==> src/rtl/bitser_add_pkg.sv <==
package bitser_add_pkg;
  typedef enum logic {CY_ZERO = 1'b0, CY_ONE = 1'b1} carry2_e;
  // bit 1 = carry, bit 0 = registered sum bit
  typedef enum logic [1:0] {
    C0_S0 = 2'b00,
    C0_S1 = 2'b01,
    C1_S0 = 2'b10,
    C1_S1 = 2'b11
  } carry4_e;
endpackage

==> src/rtl/bitser_shreg.sv <==
module bitser_shreg #(
  parameter int WIDTH = 8
) (
  input  logic             clk_i,
  input  logic             rst_n_i,
  input  logic             ld_i,
  input  logic [WIDTH-1:0] ld_val_i,
  input  logic             sh_en_i,
  input  logic             ser_i,
  output logic [WIDTH-1:0] q_o
);
  logic [WIDTH-1:0] q_q, q_d;

  always_comb begin
    q_d = q_q;
    if (ld_i)         q_d = ld_val_i;
    else if (sh_en_i) q_d = {ser_i, q_q[WIDTH-1:1]};
  end

  always_ff @(posedge clk_i or negedge rst_n_i) begin
    if (!rst_n_i) q_q <= '0;
    else          q_q <= q_d;
  end

  assign q_o = q_q;

  // load wins over a shift in the same cycle
  p_load_wins_r8: assert property (@(posedge clk_i) disable iff (!rst_n_i)
    ld_i |=> q_o == $past(ld_val_i));

  // a shift moves every bit one place toward bit 0
  p_shift_down_r1: assert property (@(posedge clk_i) disable iff (!rst_n_i)
    (!ld_i && sh_en_i) |=> (q_o[WIDTH-2:0] == $past(q_o[WIDTH-1:1])) &&
                           (q_o[WIDTH-1] == $past(ser_i)));
endmodule

==> src/rtl/bitser_carry_fsm.sv <==
module bitser_carry_fsm
  import bitser_add_pkg::*;
#(
  parameter bit REG_SUM = 1'b0
) (
  input  logic clk_i,
  input  logic rst_n_i,
  input  logic clr_i,
  input  logic step_i,
  input  logic a_i,
  input  logic b_i,
  output logic sum_o,
  output logic carry_o
);
  generate
    if (REG_SUM) begin : g_four
      carry4_e st_q, st_d;
      logic [1:0] tot;

      always_comb begin
        tot  = {1'b0, a_i} + {1'b0, b_i} + {1'b0, st_q[1]};
        st_d = st_q;
        if (clr_i)       st_d = C0_S0;
        else if (step_i) st_d = carry4_e'(tot);
      end

      always_ff @(posedge clk_i or negedge rst_n_i) begin
        if (!rst_n_i) st_q <= C0_S0;
        else          st_q <= st_d;
      end

      assign sum_o   = st_q[0];
      assign carry_o = st_q[1];

      // carry 0 with both bits set produces carry 1, sum 0
      p_four_gen_r9: assert property (@(posedge clk_i) disable iff (!rst_n_i)
        (step_i && !clr_i && !carry_o && a_i && b_i) |=> st_q == C1_S0);
      // carry 1 with one bit set propagates, sum 0
      p_four_prop_r9: assert property (@(posedge clk_i) disable iff (!rst_n_i)
        (step_i && !clr_i && carry_o && (a_i ^ b_i)) |=> st_q == C1_S0);
      // sum bit held while not stepping
      p_four_hold_r3: assert property (@(posedge clk_i) disable iff (!rst_n_i)
        (!step_i && !clr_i) |=> $stable(sum_o));
    end else begin : g_two
      carry2_e cy_q, cy_d;

      always_comb begin
        cy_d = cy_q;
        if (clr_i)       cy_d = CY_ZERO;
        else if (step_i) cy_d = carry2_e'((a_i & b_i) | (cy_q & (a_i | b_i)));
      end

      always_ff @(posedge clk_i or negedge rst_n_i) begin
        if (!rst_n_i) cy_q <= CY_ZERO;
        else          cy_q <= cy_d;
      end

      assign sum_o   = a_i ^ b_i ^ cy_q;
      assign carry_o = cy_q;

      // both bits set always leave carry 1
      p_two_gen_r9: assert property (@(posedge clk_i) disable iff (!rst_n_i)
        (step_i && !clr_i && a_i && b_i) |=> carry_o);
      // both bits clear always leave carry 0
      p_two_kill_r9: assert property (@(posedge clk_i) disable iff (!rst_n_i)
        (step_i && !clr_i && !a_i && !b_i) |=> !carry_o);
    end
  endgenerate

  // a clear always leaves carry 0
  p_clr_carry_r5: assert property (@(posedge clk_i) disable iff (!rst_n_i)
    clr_i |=> !carry_o);
endmodule

==> src/rtl/bitser_seq.sv <==
module bitser_seq #(
  parameter int WIDTH = 8,
  parameter int LAT   = 0
) (
  input  logic clk_i,
  input  logic rst_n_i,
  input  logic start_i,
  output logic go_o,
  output logic op_en_o,
  output logic sum_en_o,
  output logic done_o
);
  localparam int CYC = WIDTH + LAT;
  localparam int CW  = $clog2(CYC + 1);

  logic [CW-1:0] cnt_q, cnt_d;
  logic          done_q, done_d;
  logic          busy;

  assign busy = (cnt_q != '0);
  assign go_o = start_i && !busy;

  always_comb begin
    cnt_d  = cnt_q;
    done_d = done_q;
    if (go_o) begin
      cnt_d  = CW'(CYC);
      done_d = 1'b0;
    end else if (busy) begin
      cnt_d = cnt_q - CW'(1);
      if (cnt_q == CW'(1)) done_d = 1'b1;
    end
  end

  always_ff @(posedge clk_i or negedge rst_n_i) begin
    if (!rst_n_i) begin
      cnt_q  <= '0;
      done_q <= 1'b0;
    end else begin
      cnt_q  <= cnt_d;
      done_q <= done_d;
    end
  end

  assign op_en_o  = busy && (cnt_q > CW'(LAT));
  assign sum_en_o = busy && (cnt_q <= CW'(WIDTH));
  assign done_o   = done_q;

  // a start during a run does not reload the counter
  p_start_ignored_r4: assert property (@(posedge clk_i) disable iff (!rst_n_i)
    (busy && start_i) |=> cnt_q == $past(cnt_q) - CW'(1));
  // accepted start drops done on the next cycle
  p_go_clears_done_r6: assert property (@(posedge clk_i) disable iff (!rst_n_i)
    go_o |=> !done_o);
  // done is never high during a run
  p_done_idle_r6: assert property (@(posedge clk_i) disable iff (!rst_n_i)
    done_o |-> !busy);
  // done holds until a start
  p_done_hold_r6: assert property (@(posedge clk_i) disable iff (!rst_n_i)
    (done_o && !start_i) |=> done_o);
endmodule

==> src/rtl/bitser_add.sv <==
module bitser_add #(
  parameter int WIDTH   = 8,
  parameter bit REG_SUM = 1'b0
) (
  input  logic             clk_i,
  input  logic             rst_n_i,
  input  logic             load_i,
  input  logic [WIDTH-1:0] opa_i,
  input  logic [WIDTH-1:0] opb_i,
  input  logic             start_i,
  output logic [WIDTH-1:0] sum_o,
  output logic             done_o
);
  localparam int LAT = REG_SUM ? 1 : 0;

  logic [1:0]       rst_sync_q;
  logic             rst_n;
  logic             go, op_en, sum_en, sbit, carry;
  logic [WIDTH-1:0] a_q, b_q;

  // asynchronous assert, synchronous release
  always_ff @(posedge clk_i or negedge rst_n_i) begin
    if (!rst_n_i) rst_sync_q <= 2'b00;
    else          rst_sync_q <= {rst_sync_q[0], 1'b1};
  end
  assign rst_n = rst_sync_q[1];

  bitser_seq #(.WIDTH(WIDTH), .LAT(LAT)) u_seq (
    .clk_i    (clk_i),
    .rst_n_i  (rst_n),
    .start_i  (start_i),
    .go_o     (go),
    .op_en_o  (op_en),
    .sum_en_o (sum_en),
    .done_o   (done_o)
  );

  bitser_shreg #(.WIDTH(WIDTH)) u_opa (
    .clk_i(clk_i), .rst_n_i(rst_n), .ld_i(load_i), .ld_val_i(opa_i),
    .sh_en_i(op_en), .ser_i(1'b0), .q_o(a_q)
  );

  bitser_shreg #(.WIDTH(WIDTH)) u_opb (
    .clk_i(clk_i), .rst_n_i(rst_n), .ld_i(load_i), .ld_val_i(opb_i),
    .sh_en_i(op_en), .ser_i(1'b0), .q_o(b_q)
  );

  bitser_carry_fsm #(.REG_SUM(REG_SUM)) u_cy (
    .clk_i   (clk_i),
    .rst_n_i (rst_n),
    .clr_i   (go),
    .step_i  (op_en),
    .a_i     (a_q[0]),
    .b_i     (b_q[0]),
    .sum_o   (sbit),
    .carry_o (carry)
  );

  bitser_shreg #(.WIDTH(WIDTH)) u_sum (
    .clk_i(clk_i), .rst_n_i(rst_n), .ld_i(go), .ld_val_i('0),
    .sh_en_i(sum_en), .ser_i(sbit), .q_o(sum_o)
  );

  // the four-state variant collects one cycle after the operands move
  p_sum_lags_r3: assert property (@(posedge clk_i) disable iff (!rst_n)
    (REG_SUM && op_en && !go) |=> sum_en);
  // no run in progress right after reset release
  p_idle_reset_r7: assert property (@(posedge clk_i) disable iff (!rst_n)
    $rose(rst_n) |-> !done_o && !carry);
endmodule

==> config.mk <==
export PLATFORM = sky130hd
export DESIGN_NAME = bitser_add
export DESIGN_NICKNAME = d
export VERILOG_FILES = /design/src/rtl/bitser_add_pkg.sv /design/src/rtl/bitser_shreg.sv /design/src/rtl/bitser_carry_fsm.sv /design/src/rtl/bitser_seq.sv /design/src/rtl/bitser_add.sv
export SDC_FILE = /design/constraint.sdc
export NUM_CORES = 1
export LEC_CHECK = 0
export ABC_AREA = 1
export BUFFER_PORTS_ARGS = -buffer_cell sky130_fd_sc_hd__buf_2
export CAP_MARGIN = 20
export CELL_PAD_IN_SITES_DETAIL_PLACEMENT = 0
export CELL_PAD_IN_SITES_GLOBAL_PLACEMENT = 1
export CORE_UTILIZATION = 35
export CTS_CLUSTER_DIAMETER = 100
export DETAILED_ROUTE_END_ITERATION = 8
export PLACE_DENSITY_LB_ADDON = 0.05
export SYNTH_ARGS = -nofsm -noshare
export SYNTH_HDL_FRONTEND = slang
export SYNTH_SLANG_ARGS = --single-unit
==> constraint.sdc <==
create_clock -name clk_i -period 3.3 [get_ports clk_i]
set_clock_uncertainty 0.1 [all_clocks]
set_input_delay 0.66 -clock clk_i [delete_from_list [all_inputs] [get_ports clk_i]]
set_output_delay 0.66 -clock clk_i [all_outputs]
set_load 0.005 [all_outputs]
==> results of run 1 <==
==> final cells by class <==
| type | count | area (µm²) |
|---|---|---|
| Clock buffer | 6 | 72.57 |
| Sequential cell | 32 | 800.8 |
| Clock inverter | 1 | 5.005 |
| Inverter | 18 | 67.56 |
| Fill cell | 439 | 2316 |
| Tap cell | 50 | 62.56 |
| Timing Repair Buffer | 30 | 162.7 |
| Multi-Input combinational cell | 133 | 599.3 |
==> state kept, by name (all words and copies together), names as in the netlist <==
register and cells:
u_seq.cnt_q 4, u_seq.done_o 1, u_opa.q_o 8, u_opb.q_o 8
rst_sync_q 2, u_cy.carry_o 1, u_sum.q_o 8
==> cells in the mapped netlist (all sizes together) <==
| cell | number | share of area, % |
|---|---|---|
| nand3 | 13 | 4.3 |
| a21boi | 1 | 0.50 |
| nand4 | 1 | 0.41 |
| inv | 18 | 4.5 |
| nor2 | 4 | 2.0 |
| o21ai | 11 | 3.6 |
| ha | 2 | 1.7 |
| dfrtp | 32 | 53 |
| conb | 1 | 0.25 |
| buf | 6 | 3.0 |
| fa | 1 | 1.3 |
| nand2 | 99 | 26 |
==> layout by cell type, fill, tap and decap left out, types with 3 or more instances in the layout <==
| cell type | synthesis | layout |
|---|---|---|
| clkbuf_8 | 0 | 5 |
| inv_1 | 17 | 17 |
| buf_2 | 3 | 28 |
| dfrtp_1 | 32 | 32 |
| nand2_1 | 95 | 95 |
| nand3_1 | 13 | 13 |
| nand2_2 | 3 | 3 |
| o21ai_0 | 11 | 11 |
==> power groups by stage <==
stage | Sequential, W | Combinational (W) | Clock, W
floorplan | 0.000601 | 0.000340 | 0
global placement | 0.000607 | 0.000444 | 0
detailed placement | 0.000613 | 0.000456 | 0
CTS | 0.000607 | 0.000458 | 0.000299
global route | 0.000622 | 0.000543 | 0.000318
finish | 0.000602 | 0.000454 | 0.000285
==> cell families after synthesis <==
logic type,after synthesis
buf+inv,24
other cells,1
compound gates,12
fa+ha+maj,3
simple gates,117
flops,32
==> layer usage <==
layer	vias up	GRT usage, %	wire length (µm)
li1	633	-	-
met5	-	0	0
met2	32	26.49	1395
met3	4	5.574	144
met1	549	19.69	1512
met4	0	5.585	34
==> how the worst max path moves through the flow <==
stage | slack, ps | start | end
after global placement | 1500 | load_i | u_opa.q_o[6]
after global routing | 1460 | u_seq.cnt_q[0] | u_opb.q_o[0]
after detailed placement | 1460 | load_i | u_opa.q_o[5]
after floorplan | 1810 | load_i | u_opb.q_o[5]
after CTS | 1670 | u_seq.cnt_q[0] | u_opb.q_o[6]
final | 1680 | u_seq.cnt_q[0] | u_opb.q_o[4]
==> stage by stage <==
| step | utilization (%) | setup slack (ps) | power, W | hold WS [ps] | area (µm²) |
|---|---|---|---|---|---|
| after global placement | 41.06 | 1497 | 0.001052 | 237.9 | 1678 |
| after global routing | 43.33 | 1464 | 0.001483 | 36.13 | 1770 |
| final | 43.33 | 1675 | 0.001341 | 47.72 | 1770 |
| after detailed placement | 41.06 | 1463 | 0.001070 | 238.6 | 1678 |
| after CTS | 42.96 | 1666 | 0.001364 | 39.14 | 1755 |
| after floorplan | - | 1814 | 0.0009403 | 231.2 | 1513 |
==> impl_metrics.toml, run 1 <==
[detailed_routing]
dr.pass1.iters = 4
vias = 1218
postRouteAntennaNets = 0
wl_um = 3087
avgViaCountPerCell = 4.511
drt-initial-drc-count = 44
drcViolationCount = 0
wire_per_inst_um = 11.43

[pwr]
clock_power_share_pct = 21.2
leakage_nw = 1.014
intPower_w = 0.0008305
ir_drop_mv = 0.2721
combinationalPowerShare_pct = 33.8
power_density_mw_per_mm2 = 757.3
p_sw_w = 0.0005103
swShare_pct = 38.06
power.share.sequential_pct = 44.9

[finish]
n_antenna_cell = 0
area_growth_pct = 17.04
fin_cells = 270
final_net_count = 243
drive_gt1_share_pct = 19.55

[global_route]
gr-usage-all-layers_pct = 16.22
globalRouteOverflowTotal = 0
grt_pass1_wl_um = 5354
grt_pass1_vias = 1201
grt_max_degree = 26
antenna_found_initial = 0

[critical_path]
end_kind = "flip-flop"
critPathRequiredTime_ps = 3370
r2r_start = "u_seq.cnt_q[0]"
critPathMaxStageDelay_ps = 390
cp.arrival_ps = 1700
path_depth = 7
r2r_end = "u_opb.q_o[4]"
path_class = "reg -> reg"
crit_family = "simple AND/OR/NAND/NOR gates"
crit_top_cell = "nand2_1"
worstPathMaxFanout = 18
cp_num_buf_inv = 2
regToRegSetupSlack_ps = 1680
start_kind = "flip-flop"
path_cells = "inv_1 -> ha_1 -> nand2_4 -> inv_2 -> nand2_2 -> nand2_1 -> nand2_1"
cp_slowest_cell = "dfrtp_1"
rr_worst_depth = 7

[sta]
slew_headroom_pct = 65.36
final-setup-viol-count = 0
rsz0062_at_grt = "no"
period_share_pct = 49.23
max_freq_mhz = 615.6
max_slew.worst_pin.slew_ps = 519.6
period_needed_ps = 1625
hold_violations = 0
fin_tns_setup_ps = 0
slew_viol_final = 0

[floorplanning]
row_count = 23
io_pins = 29
dieWidth_um = 67.74
die_y_um = 67.74
fp.dieArea_mm2 = 0.004589
coreArea_mm2 = 0.004086
start_util_pct = 37.02

[clock_network]
cts_setup_buffers = 0
cts_num_sinks = 32
clk_pin_slew_ps = 70
ctsResizeCount = 0
ctsLongestPathBuffers = 2
clk_latency_ps = 280
cts-buffers-inserted = 5
cts_tree = "yes"
hold_buffers = 0
htree_levels = 2
root_buffer = "clkbuf_8"

[logic_synthesis]
synth-compound-area-share_pct = 4.136
synth_warnings = 0
synthMuxAreaShare_pct = 0
synth_fa_ha_area_share_pct = 2.978
ys_types = 18
synthesis.area_mm2 = 0.001513
ys_ff_latch = 32
synth_xor_area_share_pct = 0
syn-num-nets = 212
avgSynthCellArea_um2 = 8.004
synthSimpleGateAreaFrac_pct = 32.26
synth_top_family_by_area = "simple AND/OR/NAND/NOR gates"
synthCells = 189
ys_seq_area_share_pct = 52.94

[placed_design]
placed_cells = 262
gp_congestion = 0.7494
dpl.hpwl_um = 2126
io_buffers = 28

[job]
max_cap_violations = 0

[worst_hold_path]
hp-class = "in -> async"

[run_status]
status = "complete, no violations"
Note: power is estimated with default switching activity, not from simulation.
==> inputs of run 2 (changes only) <==
==> constraint.sdc (replaced) <==
create_clock -name clk_i -period 1.32 [get_ports clk_i]
set_clock_uncertainty 0.1 [all_clocks]
set_input_delay 0.264 -clock clk_i [delete_from_list [all_inputs] [get_ports clk_i]]
set_output_delay 0.264 -clock clk_i [all_outputs]
set_load 0.005 [all_outputs]
==> impl_metrics.toml, run 2 (synthesis results as in run 1) <==
[floorplanning]
dieWidth_um = 67.74
row_count = 23
coreArea_mm2 = 0.004086
die_y_um = 67.74
start_util_pct = 37.02
fp.dieArea_mm2 = 0.004589
io_pins = 29

[detailed_routing]
drt-initial-drc-count = 31
vias = 1299
avgViaCountPerCell = 4.574
drcViolationCount = 0
dr.pass1.iters = 4
wire_per_inst_um = 11.44
wl_um = 3250
postRouteAntennaNets = 0

[pwr]
p_sw_w = 0.001449
intPower_w = 0.002466
clock_power_share_pct = 20.1
leakage_nw = 1.084
swShare_pct = 37.01
combinationalPowerShare_pct = 41.9
power.share.sequential_pct = 38.0
ir_drop_mv = 0.5690
power_density_mw_per_mm2 = 1983

[global_route]
grt_pass1_wl_um = 5547
grt_max_degree = 31
globalRouteOverflowTotal = 0
grt-busiest-layer = "met2"
gr-usage-all-layers_pct = 16.75
grt_util_met1_pct = 19.04
met3_usage_pct = 5.068
antenna_found_initial = 0
met2_usage_pct = 28.71
grt_pass1_vias = 1236

[placed_design]
io_buffers = 28
dp_slack_ps = -60.82
gp_congestion = 0.7531
dpl.hpwl_um = 2254
placed_cells = 272

[critical_path]
cp.arrival_ps = 1400
worstPathMaxFanout = 13
start_kind = "flip-flop"
path_class = "reg -> reg"
regToRegSetupSlack_ps = 40
end_kind = "flip-flop"
critPathRequiredTime_ps = 1440

[clock_network]
clk_pin_slew_ps = 70
cts_tree = "yes"
root_buffer = "clkbuf_8"
cts_num_sinks = 32
cts-buffers-inserted = 5
htree_levels = 2
clk_latency_ps = 280
ctsLongestPathBuffers = 2

[sta]
setup_slack_ps = 36.70
period_needed_ps = 1283
final-setup-viol-count = 0
period_share_pct = 97.22
rsz0062_at_grt = "yes"
slew_viol_final = 0
hold_violations = 0
hold_slack_ps = 96.50
max_freq_mhz = 779.2

[job]
max_cap_violations = 0

[worst_hold_path]
hp-class = "in -> reg"

[run_status]
status = "complete, no violations"

[finish]
nFillCells = 406
area_growth_pct = 30.52
layout_common_cells = "nand2_1, dfrtp_1, buf_2, inv_1, nand3_1"
fin_cells = 284
drive_gt1_share_pct = 27.78
n_antenna_cell = 0
final_net_count = 256
final_common_cell = "nand2_1"
[run 2: layout make-up]
| type | instances | area, µm² | share of cell area, % |
|---|---|---|---|
| well taps | 50 | 62.56 | 3.169 |
| repair buffers | 43 | 284.0 | 14.39 |
| inverters | 18 | 72.57 | 3.676 |
| multi-input cells | 133 | 664.4 | 33.65 |
| flip-flops and latches | 32 | 800.8 | 40.56 |
| clock buffers | 8 | 90.09 | 4.563 |
[run 2: what timing repair did]
action                                  4_1_cts  5_1_grt
resized for setup                             3       14
hold buffers                                  1        0
endpoints found under the setup margin       22       25
pin swaps                                     0        2
endpoints found under the hold margin         2        0
buffers inserted                              0        3
[run 2: power by group through the flow]
stage	clock (W)	combinational, W	sequential [W]
floorplan	0	0.000888	0.00150
global placement	0	0.00140	0.00149
detailed placement	0	0.00143	0.00151
CTS	0.000808	0.00146	0.00149
global route	0.000845	0.00188	0.00153
finish	0.000787	0.00164	0.00149
[run 2: worst paths after layout]
path,from,to,depth (start not counted)
max,u_seq.cnt_q[1],u_opb.q_o[3],7
min,opa_i[7],u_opa.q_o[7],3
max reg2reg,u_seq.cnt_q[1],u_opb.q_o[3],7
min reg2reg,rst_sync_q[1],u_sum.q_o[5],1
max in group asynchronous,rst_sync_q[1],u_opb.q_o[5],1
min in group asynchronous,rst_sync_q[1],u_sum.q_o[5],1
[run 2: routing by layer]
metal / wire (µm) / vias to the layer above
li1: - / 664
met1: 1483 / 603
met3: 116 / 7
met2: 1595 / 25
met4: 54 / 0
met5: 0 / -
[run 2: critical path, cell delays in order, from the launching register on]
cell,delay (ps)
dfrtp_1,390
inv_2,90
ha_4,190
nand2_8,80
nor2_4,110
buf_12,140
nand2_1,50
nand2_1,60
[run 2: stage by stage]
| stage | util (%) | TNS, ps | area, µm² | power, W |
|---|---|---|---|---|
| detailed placement | 43.82 | -776.0 | 1790 | 0.002936 |
| global placement | 43.82 | -43.51 | 1790 | 0.002893 |
| finish | 48.32 | 0 | 1974 | 0.003915 |
| CTS | 46.51 | 0 | 1901 | 0.003762 |
| global route | 48.32 | -383.4 | 1974 | 0.004257 |
| floorplan | - | 0 | 1525 | 0.002389 |
==> inputs of run 3 (changes only) <==
--- a/config.mk
+++ b/config.mk
@@ -11,6 +11,7 @@
 export CELL_PAD_IN_SITES_DETAIL_PLACEMENT = 0
 export CELL_PAD_IN_SITES_GLOBAL_PLACEMENT = 1
 export CORE_UTILIZATION = 35
+export CTS_BUF_LIST = sky130_fd_sc_hd__clkbuf_8 sky130_fd_sc_hd__clkbuf_16
 export CTS_CLUSTER_DIAMETER = 100
 export DETAILED_ROUTE_END_ITERATION = 8
 export PLACE_DENSITY_LB_ADDON = 0.05
==> impl_metrics.toml, run 3 (synthesis results as in run 1) <==
[run_status]
status = "complete, no violations"

[pwr]
intPower_w = 0.002451
combinationalPowerShare_pct = 42.0
power.share.sequential_pct = 38.2
p_sw_w = 0.001452
clock_power_share_pct = 19.8
leakage_nw = 1.092
ir_drop_mv = 0.5680
swShare_pct = 37.21
power_density_mw_per_mm2 = 1977

[sta]
setup_slack_ps = 36.65
hold_violations = 0
max_freq_mhz = 779.2
period_share_pct = 97.22
period_needed_ps = 1283
fin_tns_setup_ps = 0
final-setup-viol-count = 0
slew_viol_final = 0
rsz0062_at_grt = "yes"
hold_slack_ps = 96.15

[floorplanning]
io_pins = 29
coreArea_mm2 = 0.004086
row_count = 23
dieWidth_um = 67.74
fp.dieArea_mm2 = 0.004589
die_y_um = 67.74
start_util_pct = 37.02

[finish]
drive_gt1_share_pct = 27.78
layout_common_cells = "nand2_1, dfrtp_1, buf_2, inv_1, nand3_1"
area_growth_pct = 30.52
n_antenna_cell = 0
nFillCells = 406
final_net_count = 256
final_common_cell = "nand2_1"
fin_cells = 284
postLayoutCoreUtil_pct = 48.32

[clock_network]
htree_levels = 2
clk_latency_ps = 280
clk_pin_slew_ps = 70
ctsLongestPathBuffers = 2
cts_num_sinks = 32
root_buffer = "clkbuf_8"
cts-buffers-inserted = 5
cts_tree = "yes"

[critical_path]
critPathRequiredTime_ps = 1440
crit_top_cell = "nand2_1"
worstPathMaxFanout = 13
end_kind = "flip-flop"
cp_slowest_cell = "dfrtp_1"
path_class = "reg -> reg"
critPathMaxStageDelay_ps = 390
path_cells = "inv_2 -> ha_4 -> nand2_8 -> nor2_4 -> buf_12 -> nand2_1 -> nand2_1"
cp.arrival_ps = 1400
start_kind = "flip-flop"

[placed_design]
placed_cells = 272
dp_slack_ps = -60.82
dpl.hpwl_um = 2254
io_buffers = 28
gp_congestion = 0.7531

[detailed_routing]
vias = 1303
wl_um = 3261
drcViolationCount = 0
drt-initial-drc-count = 33
avgViaCountPerCell = 4.588
wire_per_inst_um = 11.48
postRouteAntennaNets = 0
dr.pass1.iters = 4

[job]
max_cap_violations = 0

[global_route]
antenna_found_initial = 0
gr-usage-all-layers_pct = 16.75
grt_pass1_wl_um = 5547
grt_pass1_vias = 1236
globalRouteOverflowTotal = 0
grt_max_degree = 31

[worst_hold_path]
hp-class = "in -> reg"
run 3: cell types whose count changed in the layout (fill, tap and decap cells not counted):
cell,delta
clkbuf_1,-2
inv_1,+2
run 3: path summary, 6_finish.rpt:
check	from	end	slack, ps	cells after the start
worst max-delay path	u_seq.cnt_q[1]	u_opb.q_o[3]	40	7
worst min-delay path	opa_i[7]	u_opa.q_o[7]	100	3
worst max register to register	u_seq.cnt_q[1]	u_opb.q_o[3]	40	7
worst min register to register	rst_sync_q[1]	u_sum.q_o[5]	160	1
max in group asynchronous	rst_sync_q[1]	u_opb.q_o[5]	680	1
min in group asynchronous	rst_sync_q[1]	u_sum.q_o[5]	160	1
run 3: what timing repair did:
action | 4_1_cts | 5_1_grt
gates resized for setup | 3 | 14
hold buffers | 1 | 0
pin swaps | 0 | 2
hold endpoints to repair | 2 | 0
setup buffers | 0 | 3
endpoints found under the setup margin | 22 | 25
run 3: critical path, delay by kind of cell (launching register included):
family / cells / cell delay (ps)
adders and majority gates: 1 / 190
buffers and inverters: 2 / 230
DFF: 1 / 390
and+or+nand+nor: 4 / 300
run 3: power by group through the flow:
stage | Sequential, W | Clock (W) | Combinational [W]
6_report | 0.00149 | 0.000773 | 0.00164
5_1_grt | 0.00153 | 0.000831 | 0.00188
4_1_cts | 0.00149 | 0.000793 | 0.00146
3_5_place_dp | 0.00151 | 0 | 0.00143
3_3_place_gp | 0.00149 | 0 | 0.00140
2_1_floorplan | 0.00150 | 0 | 0.000888
run 3: area by class of cell:
class	instances	area, µm²	area share (%)
Clock inverter	2	7.507	0.3802
Inverter	18	72.57	3.676
Sequential cell	32	800.8	40.56
Timing Repair Buffer	43	284.0	14.39
Clock buffer	6	82.58	4.183
Tap cell	50	62.56	3.169
Multi-Input combinational cell	133	664.4	33.65
run 3: layer usage:
| layer | global-route usage, % | wire length, µm | share of wire [%] | vias to the layer above |
|---|---|---|---|---|
| met5 | 0 | 0 | 0 | - |
| met4 | 7.181 | 54 | 1.7 | 0 |
| met3 | 5.068 | 119 | 3.6 | 7 |
| met2 | 28.71 | 1597 | 49 | 27 |
| met1 | 19.04 | 1489 | 46 | 605 |
| li1 | - | - | - | 664 |
run 3: through the flow:
step                      instance area [µm²]  total power (W)
after global routing                     1974         0.004242
final                                    1974         0.003903
after floorplan                          1525         0.002389
after global placement                   1790         0.002893
after detailed placement                 1790         0.002936
after CTS                                1901         0.003747
